**config.mk**
```make
export PLATFORM = sky130hd
export DESIGN_NAME = disp_init_seq
export DESIGN_NICKNAME = d
export VERILOG_FILES = /design/src/rtl/disp_init_pkg.sv /design/src/rtl/disp_rst_timer.sv /design/src/rtl/disp_cmd_rom.sv /design/src/rtl/disp_init_seq.sv
export SDC_FILE = /design/constraint.sdc
export NUM_CORES = 1
export LEC_CHECK = 0
export BUFFER_PORTS_ARGS = -buffer_cell sky130_fd_sc_hd__buf_4
export CORE_ASPECT_RATIO = 1.2
export CORE_MARGIN = 2
export CORE_UTILIZATION = 53
export DETAILED_ROUTE_END_ITERATION = 10
export GPL_TIMING_DRIVEN = 0
export PLACE_DENSITY = 0.89
export SYNTH_ARGS = -nofsm -noshare
export SYNTH_HDL_FRONTEND = slang
export SYNTH_SLANG_ARGS = --single-unit
```
**constraint.sdc**
```tcl
create_clock -name clk -period 5.4 [get_ports clk]
set_input_delay 0.27 -clock clk [delete_from_list [all_inputs] [get_ports clk]]
set_output_delay 0.27 -clock clk [all_outputs]
set_load 0.02 [all_outputs]
```
**src/rtl/disp_init_pkg.sv**
```systemverilog
// Shared opcodes, defaults, state and configuration types for the
// display initialisation sequencer. Assumes 8-bit command bytes.
package disp_init_pkg;

    typedef enum logic [2:0] {
        S_IDLE, S_HOLD, S_GAP, S_SEND, S_DONE, S_FAIL
    } seq_state_t;

    localparam logic [7:0] OP_CONTRAST = 8'h81;
    localparam logic [7:0] OP_SEGREMAP = 8'hA1;
    localparam logic [7:0] OP_COMSCAN  = 8'hC0;
    localparam logic [7:0] OP_MUX      = 8'hA8;
    localparam logic [7:0] OP_DOFS     = 8'hD3;
    localparam logic [7:0] OP_CLK      = 8'hD5;
    localparam logic [7:0] OP_AREA     = 8'hD8;
    localparam logic [7:0] OP_PRECH    = 8'hD9;
    localparam logic [7:0] OP_COMPINS  = 8'hDA;
    localparam logic [7:0] OP_VCOMH    = 8'hDB;
    localparam logic [7:0] OP_PUMP     = 8'h8D;
    localparam logic [7:0] OP_LUT      = 8'h91;
    localparam logic [7:0] OP_ADDRMODE = 8'h20;
    localparam logic [7:0] ADDR_HORIZ  = 8'h00;

    localparam logic [7:0] AREA_BITS    = 8'h1E;
    localparam logic [7:0] LOWP_BITS    = 8'h05;
    localparam logic [7:0] DEF_CONTRAST = 8'd127;
    localparam logic [3:0] DEF_PRECH    = 4'd2;
    localparam logic [7:0] LUT_MIN      = 8'd31;
    localparam logic [7:0] LUT_MAX      = 8'd63;

    // Slots before the lookup entries; two address-mode slots follow them.
    localparam int HEAD_SLOTS = 21;
    localparam int TAIL_SLOTS = 2;

    typedef struct packed {
        logic [7:0] contrast;
        logic       seg_remap;
        logic       com_inv;
        logic [7:0] height;
        logic [7:0] com_ofs;
        logic [4:0] clk_div;
        logic [3:0] clk_frq;
        logic       area_color;
        logic       low_power;
        logic [3:0] pre1;
        logic [3:0] pre2;
        logic       com_seq;
        logic       com_lr;
        logic [7:0] vcomh;
        logic       pump;
        logic       lut_en;
    } disp_cfg_t;

endpackage

```
**src/rtl/disp_rst_timer.sv**
```systemverilog
// Cycle timer for the panel reset phases. While run is high it counts
// up and flags expiry on the LIMIT-th cycle, then wraps to zero so the
// next phase is timed back to back. Assumes LIMIT >= 1.
module disp_rst_timer #(
    parameter int LIMIT = 1000
) (
    input  logic clk,
    input  logic rst_n,
    input  logic run,
    output logic expired
);
    localparam int CW = (LIMIT > 1) ? $clog2(LIMIT) : 1;
    localparam logic [CW-1:0] LAST = CW'(LIMIT - 1);

    logic [CW-1:0] cnt_q;

    assign expired = run && (cnt_q == LAST);

    // Count while running, wrap on expiry, clear when stopped.
    always_ff @(posedge clk) begin
        if (!rst_n || !run || expired) cnt_q <= '0;
        else                           cnt_q <= cnt_q + 1'b1;
    end

    // the phase counter never passes its limit
    a_r1_cnt_bound: assert property (@(posedge clk) disable iff (!rst_n)
        cnt_q <= LAST);

endmodule

```
**src/rtl/disp_cmd_rom.sv**
```systemverilog
// Maps a step index to the command byte of that step, plus an enable
// that says whether the step is sent with this configuration. The
// option bytes are assembled here from the configuration fields.
// Assumes the configuration is stable for the whole run.
module disp_cmd_rom
    import disp_init_pkg::*;
#(
    parameter int LUT_LEN = 4,
    parameter int IDX_W   = 5
) (
    input  disp_cfg_t            cfg,
    input  logic [8*LUT_LEN-1:0] lut_flat,
    input  logic [IDX_W-1:0]     idx,
    output logic                 slot_en,
    output logic [7:0]           slot_byte,
    output logic                 slot_is_lut
);
    logic [7:0] lut_arr [LUT_LEN];
    logic [4:0] div_m1;
    logic       area_on;

    for (genvar g = 0; g < LUT_LEN; g++) begin : g_unpack
        assign lut_arr[g] = lut_flat[8*g +: 8];
    end

    assign div_m1  = cfg.clk_div - 5'd1;
    assign area_on = cfg.area_color || cfg.low_power;

    // Pick the byte and enable of the current step.
    always_comb begin
        slot_en     = 1'b1;
        slot_byte   = 8'h00;
        slot_is_lut = 1'b0;
        case (int'(idx))
            0:  slot_byte = OP_CONTRAST;
            1:  slot_byte = cfg.contrast;
            2:  begin slot_byte = OP_SEGREMAP; slot_en = cfg.seg_remap; end
            3:  slot_byte = OP_COMSCAN | {5'b0, cfg.com_inv, 2'b0};
            4:  slot_byte = OP_MUX;
            5:  slot_byte = cfg.height - 8'd1;
            6:  slot_byte = OP_DOFS;
            7:  slot_byte = cfg.com_ofs;
            8:  slot_byte = OP_CLK;
            9:  slot_byte = {cfg.clk_frq, div_m1[3:0]};
            10: begin slot_byte = OP_AREA; slot_en = area_on; end
            11: begin
                    slot_byte = (cfg.area_color ? AREA_BITS : 8'h00)
                              | (cfg.low_power  ? LOWP_BITS : 8'h00);
                    slot_en   = area_on;
                end
            12: slot_byte = OP_PRECH;
            13: slot_byte = {cfg.pre2, cfg.pre1};
            14: slot_byte = OP_COMPINS;
            15: slot_byte = {2'b00, cfg.com_lr, !cfg.com_seq, 4'b0010};
            16: slot_byte = OP_VCOMH;
            17: slot_byte = cfg.vcomh;
            18: slot_byte = OP_PUMP;
            19: slot_byte = {5'b00010, cfg.pump, 2'b00};
            20: begin slot_byte = OP_LUT; slot_en = cfg.lut_en; end
            default: begin
                if (int'(idx) == HEAD_SLOTS + LUT_LEN) slot_byte = OP_ADDRMODE;
                else                                   slot_byte = ADDR_HORIZ;
                for (int i = 0; i < LUT_LEN; i++) begin
                    if (int'(idx) == HEAD_SLOTS + i) begin
                        slot_byte   = lut_arr[i];
                        slot_en     = cfg.lut_en;
                        slot_is_lut = 1'b1;
                    end
                end
            end
        endcase
    end

endmodule

```
**src/rtl/disp_init_seq.sv**
```systemverilog
// Power-up sequencer: on start it pulses the panel reset line, waits,
// then walks the command steps, skipping disabled ones, offering each
// byte on a valid/ready transport. It ends in done, or in fail on a
// transport error. Assumes configuration inputs stay stable while busy.
module disp_init_seq
    import disp_init_pkg::*;
#(
    parameter int CLK_HZ    = 250_000_000,
    parameter int RST_US    = 4,
    parameter bit HAS_RESET = 1'b1,
    parameter int LUT_LEN   = 4
) (
    input  logic                 clk,
    input  logic                 rst_n,
    input  logic                 start,
    input  logic                 cfg_use_dflt,
    input  logic [7:0]           cfg_contrast,
    input  logic                 cfg_seg_remap,
    input  logic                 cfg_com_inv,
    input  logic [7:0]           cfg_height,
    input  logic [7:0]           cfg_com_ofs,
    input  logic [4:0]           cfg_clk_div,
    input  logic [3:0]           cfg_clk_frq,
    input  logic                 cfg_area_color,
    input  logic                 cfg_low_power,
    input  logic [3:0]           cfg_pre1,
    input  logic [3:0]           cfg_pre2,
    input  logic                 cfg_com_seq,
    input  logic                 cfg_com_lr,
    input  logic [7:0]           cfg_vcomh,
    input  logic                 cfg_pump,
    input  logic                 cfg_lut_en,
    input  logic [8*LUT_LEN-1:0] cfg_lut,
    input  logic                 cmd_ready,
    input  logic                 cmd_err,
    output logic                 cmd_valid,
    output logic [7:0]           cmd_byte,
    output logic                 panel_rst,
    output logic                 busy,
    output logic                 done,
    output logic                 fail,
    output logic                 lut_warn
);
    localparam int RST_CYC = (CLK_HZ / 1_000_000) * RST_US;
    localparam int NSLOT   = HEAD_SLOTS + LUT_LEN + TAIL_SLOTS;
    localparam int IDX_W   = $clog2(NSLOT);
    localparam logic [IDX_W-1:0] LAST_IDX = IDX_W'(NSLOT - 1);

    seq_state_t       state_q;
    logic [IDX_W-1:0] idx_q;
    logic             warn_q;
    disp_cfg_t        cfg;
    logic             slot_en, slot_is_lut, tmr_exp, accept, lut_bad;
    logic [7:0]       slot_byte;

    // Gather the configuration, applying defaults when asked.
    always_comb begin
        cfg            = '0;
        cfg.contrast   = cfg_use_dflt ? DEF_CONTRAST : cfg_contrast;
        cfg.seg_remap  = cfg_seg_remap;
        cfg.com_inv    = cfg_com_inv;
        cfg.height     = cfg_height;
        cfg.com_ofs    = cfg_com_ofs;
        cfg.clk_div    = cfg_clk_div;
        cfg.clk_frq    = cfg_clk_frq;
        cfg.area_color = cfg_area_color;
        cfg.low_power  = cfg_low_power;
        cfg.pre1       = cfg_use_dflt ? DEF_PRECH : cfg_pre1;
        cfg.pre2       = cfg_use_dflt ? DEF_PRECH : cfg_pre2;
        cfg.com_seq    = cfg_com_seq;
        cfg.com_lr     = cfg_com_lr;
        cfg.vcomh      = cfg_vcomh;
        cfg.pump       = cfg_pump;
        cfg.lut_en     = cfg_lut_en;
    end

    disp_cmd_rom #(.LUT_LEN(LUT_LEN), .IDX_W(IDX_W)) u_rom (
        .cfg        (cfg),
        .lut_flat   (cfg_lut),
        .idx        (idx_q),
        .slot_en    (slot_en),
        .slot_byte  (slot_byte),
        .slot_is_lut(slot_is_lut)
    );

    disp_rst_timer #(.LIMIT(RST_CYC)) u_tmr (
        .clk    (clk),
        .rst_n  (rst_n),
        .run    (state_q == S_HOLD || state_q == S_GAP),
        .expired(tmr_exp)
    );

    assign cmd_valid = (state_q == S_SEND) && slot_en;
    assign cmd_byte  = slot_byte;
    assign accept    = cmd_valid && cmd_ready;
    assign lut_bad   = slot_is_lut && (slot_byte < LUT_MIN || slot_byte > LUT_MAX);
    assign panel_rst = (state_q == S_HOLD);
    assign busy      = (state_q == S_HOLD) || (state_q == S_GAP) || (state_q == S_SEND);
    assign done      = (state_q == S_DONE);
    assign fail      = (state_q == S_FAIL);
    assign lut_warn  = warn_q;

    // Sequence state, step index and lookup warning.
    always_ff @(posedge clk) begin
        if (!rst_n) begin
            state_q <= S_IDLE;
            idx_q   <= '0;
            warn_q  <= 1'b0;
        end else begin
            case (state_q)
                S_IDLE, S_DONE, S_FAIL: begin
                    if (start) begin
                        idx_q   <= '0;
                        warn_q  <= 1'b0;
                        state_q <= HAS_RESET ? S_HOLD : S_SEND;
                    end
                end
                S_HOLD: if (tmr_exp) state_q <= S_GAP;
                S_GAP:  if (tmr_exp) state_q <= S_SEND;
                S_SEND: begin
                    if (!slot_en) begin
                        if (idx_q == LAST_IDX) state_q <= S_DONE;
                        else                   idx_q   <= idx_q + 1'b1;
                    end else if (accept) begin
                        if (lut_bad) warn_q <= 1'b1;
                        if (cmd_err)                state_q <= S_FAIL;
                        else if (idx_q == LAST_IDX) state_q <= S_DONE;
                        else                        idx_q   <= idx_q + 1'b1;
                    end
                end
                default: state_q <= S_IDLE;
            endcase
        end
    end

    // no command byte while the panel is held in reset
    a_r1_rst_quiet: assert property (@(posedge clk) disable iff (!rst_n)
        panel_rst |-> !cmd_valid);

    // an unaccepted byte stays offered and unchanged
    a_r10_hold_byte: assert property (@(posedge clk) disable iff (!rst_n)
        (cmd_valid && !cmd_ready) |=> (cmd_valid && $stable(cmd_byte)));

    // a transport error stops the run
    a_r11_err_stops: assert property (@(posedge clk) disable iff (!rst_n)
        (cmd_valid && cmd_ready && cmd_err) |=> (fail && !cmd_valid && !done));

    // done excludes fail and busy
    a_r8_done_excl: assert property (@(posedge clk) disable iff (!rst_n)
        done |-> !(fail || busy || cmd_valid));

    // start during a transfer does not restart the reset pulse
    a_r12_start_ignored: assert property (@(posedge clk) disable iff (!rst_n)
        (cmd_valid && start) |=> !panel_rst);

endmodule

```
==> impl_metrics.json <==
{
  "power_frac_seq_pct": 24.4,
  "insertion_delay_ps": 260,
  "die_h_um": 80.4,
  "hp-start": "rst_n",
  "synth-seq-area-share_pct": 14.8,
  "regToRegSetupSlack_ps": 2370,
  "ys_async_sr_fraction_pct": 0,
  "tightest_slew_ps": 1020,
  "switchingPower_mw": 0.296,
  "crit_type": "reg2out",
  "max-cap-violations": 0,
  "routed_via_density": 6.34,
  "finalCritPeriodShare_pct": 57.8,
  "r2r_cells": 11,
  "avgSynthCellArea_um2": 7.23,
  "fin_cells": 524,
  "ir_drop_mv": 0.225,
  "holdPathEnd": "idx_q[0]$_SDFFE_PN0P_",
  "clkPwrFrac_pct": 15.7,
  "grt_pass1_vias": 3045,
  "cts_max_path_buffers": 2,
  "die_w_um": 67.6,
  "wl_per_cell_um": 18.2,
  "ys_types": 71,
  "root_buffer": "clkbuf_8",
  "route.detailed.drc": 0,
  "final_antenna_net_count": 0,
  "fmax_ghz": 0.320,
  "die_area_um2": 5430,
  "dr.first_iter.drc_count": 240,
  "rows": 27,
  "holdBufCountCts": 0,
  "dpl_cell_area_um2": 3440,
  "setup_tns_ps": 0,
  "hold_viol_final": 0,
  "grt_usage_pct": 34.4,
  "finish.net_count": 570,
  "synth_flop_cell": "dfxtp_1",
  "port_buffers": 106,
  "grt_pass1_wl_um": 14400,
  "cp-start-kind": "flip-flop",
  "routed-via-count": 3320,
  "wirelength_um": 9520,
  "netlist_instances": 356,
  "overflow": 0,
  "cts.sinks": 19,
  "cp.required_ps": 5130,
  "fin_area_um2": 3490,
  "clk_pin_slew_ps": 80,
  "synthToLayoutAreaGrowth_pct": 35.6,
  "power_density_nw_per_um2": 193,
  "max_slew_margin_pct": 31.2,
  "dr.pass1.iters": 5,
  "worst_hold_path_type": "in2reg",
  "crit_fanout": 10,
  "dp_cells": 520,
  "synth_edf_count": 0,
  "p_leak_nw": 1.47,
  "skew_ps": 1.48,
  "dp_hpwl_um": 7600,
  "cts_setup_buffers": 0,
  "cts_tree": "yes",
  "drive_gt1_share_pct": 30.7,
  "grt_start_max_net_pins": 13,
  "switching_share_pct": 43.9,
  "cts.repair.resized": 0,
  "ys_warn_count": 0,
  "antenna_found_initial": 0,
  "pin_count": 109,
  "regToRegEndpoint": "state_q[0]$_SDFFE_PN0P_",
  "arrival_ps": 2850,
  "numCtsBuffers": 3,
  "n_antenna_cell": 0,
  "combPwrFrac_pct": 59.9,
  "reg2reg_from": "idx_q[4]$_SDFFE_PN0P_",
  "core_um2": 4630,
  "period_minus_slack_ps": 3120,
  "ys_ff_latch": 19,
  "synth_area_um2": 2570,
  "rsz0062_at_grt": "no",
  "gp_congestion": 0.953,
  "setup_viol": 0,
  "endpoint_kind": "output port",
  "htree_levels": 1,
  "syn_nets": 459,
  "hold_depth": 3,
  "status": "completed",
  "internal_power_mw": 0.378,
  "slew_viol_final": 0,
  "start_util_pct": 55.6,
  "fillers": 389
}
## cells by family (layout without fill, tap and decap cells)
family / count (synthesis) / count (layout) / synth area share, %
and+or+nand+nor: 149 / 149 / 34.2
adders and majority gates: 8 / 8 / 3.89
AOI/OAI and AO/OA: 112 / 112 / 31.2
muxes: 7 / 7 / 2.87
DFF: 19 / 19 / 14.8
xor gates and xnor gates: 16 / 16 / 5.44
buffers and inverters: 45 / 155 / 7.63
## worst max-delay path: stages, from the launching register on
cell and delay [ps]:
dfxtp_1 400, buf_2 210, buf_2 220, inv_1 130, ha_1 280, inv_1 130, nand4_2 190, or2_2 330
clkbuf_1 190, mux2_2 330, buf_4 160
## worst max-delay path by stage
stage / start / cells past startpoint / to
after floorplan: idx_q[1]$_SDFFE_PN0P_ / 10 / state_q[0]$_SDFFE_PN0P_
final: idx_q[4]$_SDFFE_PN0P_ / 10 / cmd_byte[6]
after detailed placement: idx_q[4]$_SDFFE_PN0P_ / 11 / state_q[0]$_SDFFE_PN0P_
after global routing: idx_q[1]$_SDFFE_PN0P_ / 10 / lut_warn$_SDFFE_PN0P_
after CTS: idx_q[4]$_SDFFE_PN0P_ / 10 / cmd_byte[6]
after global placement: idx_q[4]$_SDFFE_PN0P_ / 11 / state_q[0]$_SDFFE_PN0P_
## cells in the mapped netlist (5+ instances only)
library cell / count / area share, %
nor2_1: 32 / 4.7
a21oi_1: 25 / 4.9
inv_1: 20 / 2.9
dfxtp_1: 19 / 15
nand2_1: 19 / 2.8
nand3_1: 16 / 3.1
o21ai_0: 14 / 2.7
nor3_1: 13 / 2.5
a22oi_1: 12 / 3.5
clkbuf_1: 12 / 1.7
nand3b_1: 11 / 3.2
xor2_1: 11 / 3.7
buf_2: 10 / 1.9
ha_1: 8 / 3.9
o22ai_1: 8 / 1.9
nand2b_1: 6 / 1.5
a211oi_1: 5 / 1.5
xnor2_1: 5 / 1.7
## registers in the layout (all words and copies together) (netlist names)
register	cells
u_tmr.cnt_q	10
idx_q	5
lut_warn	1
state_q	3
## power groups by stage
stage          Combinational (mW)  Sequential [mW]  Clock (mW)
6_report                    0.403            0.165       0.106
3_5_place_dp                0.393            0.167           0
3_3_place_gp                0.386            0.167           0
2_1_floorplan               0.241            0.165           0
4_1_cts                     0.396            0.164       0.105
5_1_grt                     0.433            0.166       0.110
## final cells by class
class / instances / area (um^2) / share of cell area, %
plain buffers: 25 / 121 / 3.48
clock buffers: 3 / 41.3 / 1.18
clock inverters: 1 / 7.51 / 0.215
inverters: 20 / 75.1 / 2.15
multi-input cells: 292 / 2000 / 57.2
flip-flops and latches: 19 / 380 / 10.9
well taps: 58 / 72.6 / 2.08
repair buffers: 106 / 796 / 22.8
## stage by stage
stage / hold slack (ps) / setup WS, ps / util [%] / power (mW)
6_report: 346 / 2280 / 75.5 / 0.674
5_1_grt: 356 / 2100 / 75.5 / 0.709
4_1_cts: 329 / 2320 / 75.5 / 0.665
3_5_place_dp: 467 / 2420 / 74.4 / 0.561
3_3_place_gp: 448 / 2440 / 74.4 / 0.553
2_1_floorplan: 424 / 2860 / - / 0.406
## cells in the final DEF, fill, tap and decap left out, types with 13 or more instances in the layout
cell     instances
nand3_1         16
dfxtp_1         19
a21oi_1         25
buf_4          106
nand2_1         19
o21ai_0         14
nor3_1          13
inv_1           20
nor2_1          32
## per-layer routing
metal,up-vias,part of all wire [%],GRT usage [%]
li1,1566,-,-
met1,1526,39,41.2
met2,195,48,59.6
met3,33,8.7,4.20
met4,0,4.4,15.9
met5,-,0,0
Note: power is estimated with default switching activity, not from simulation.
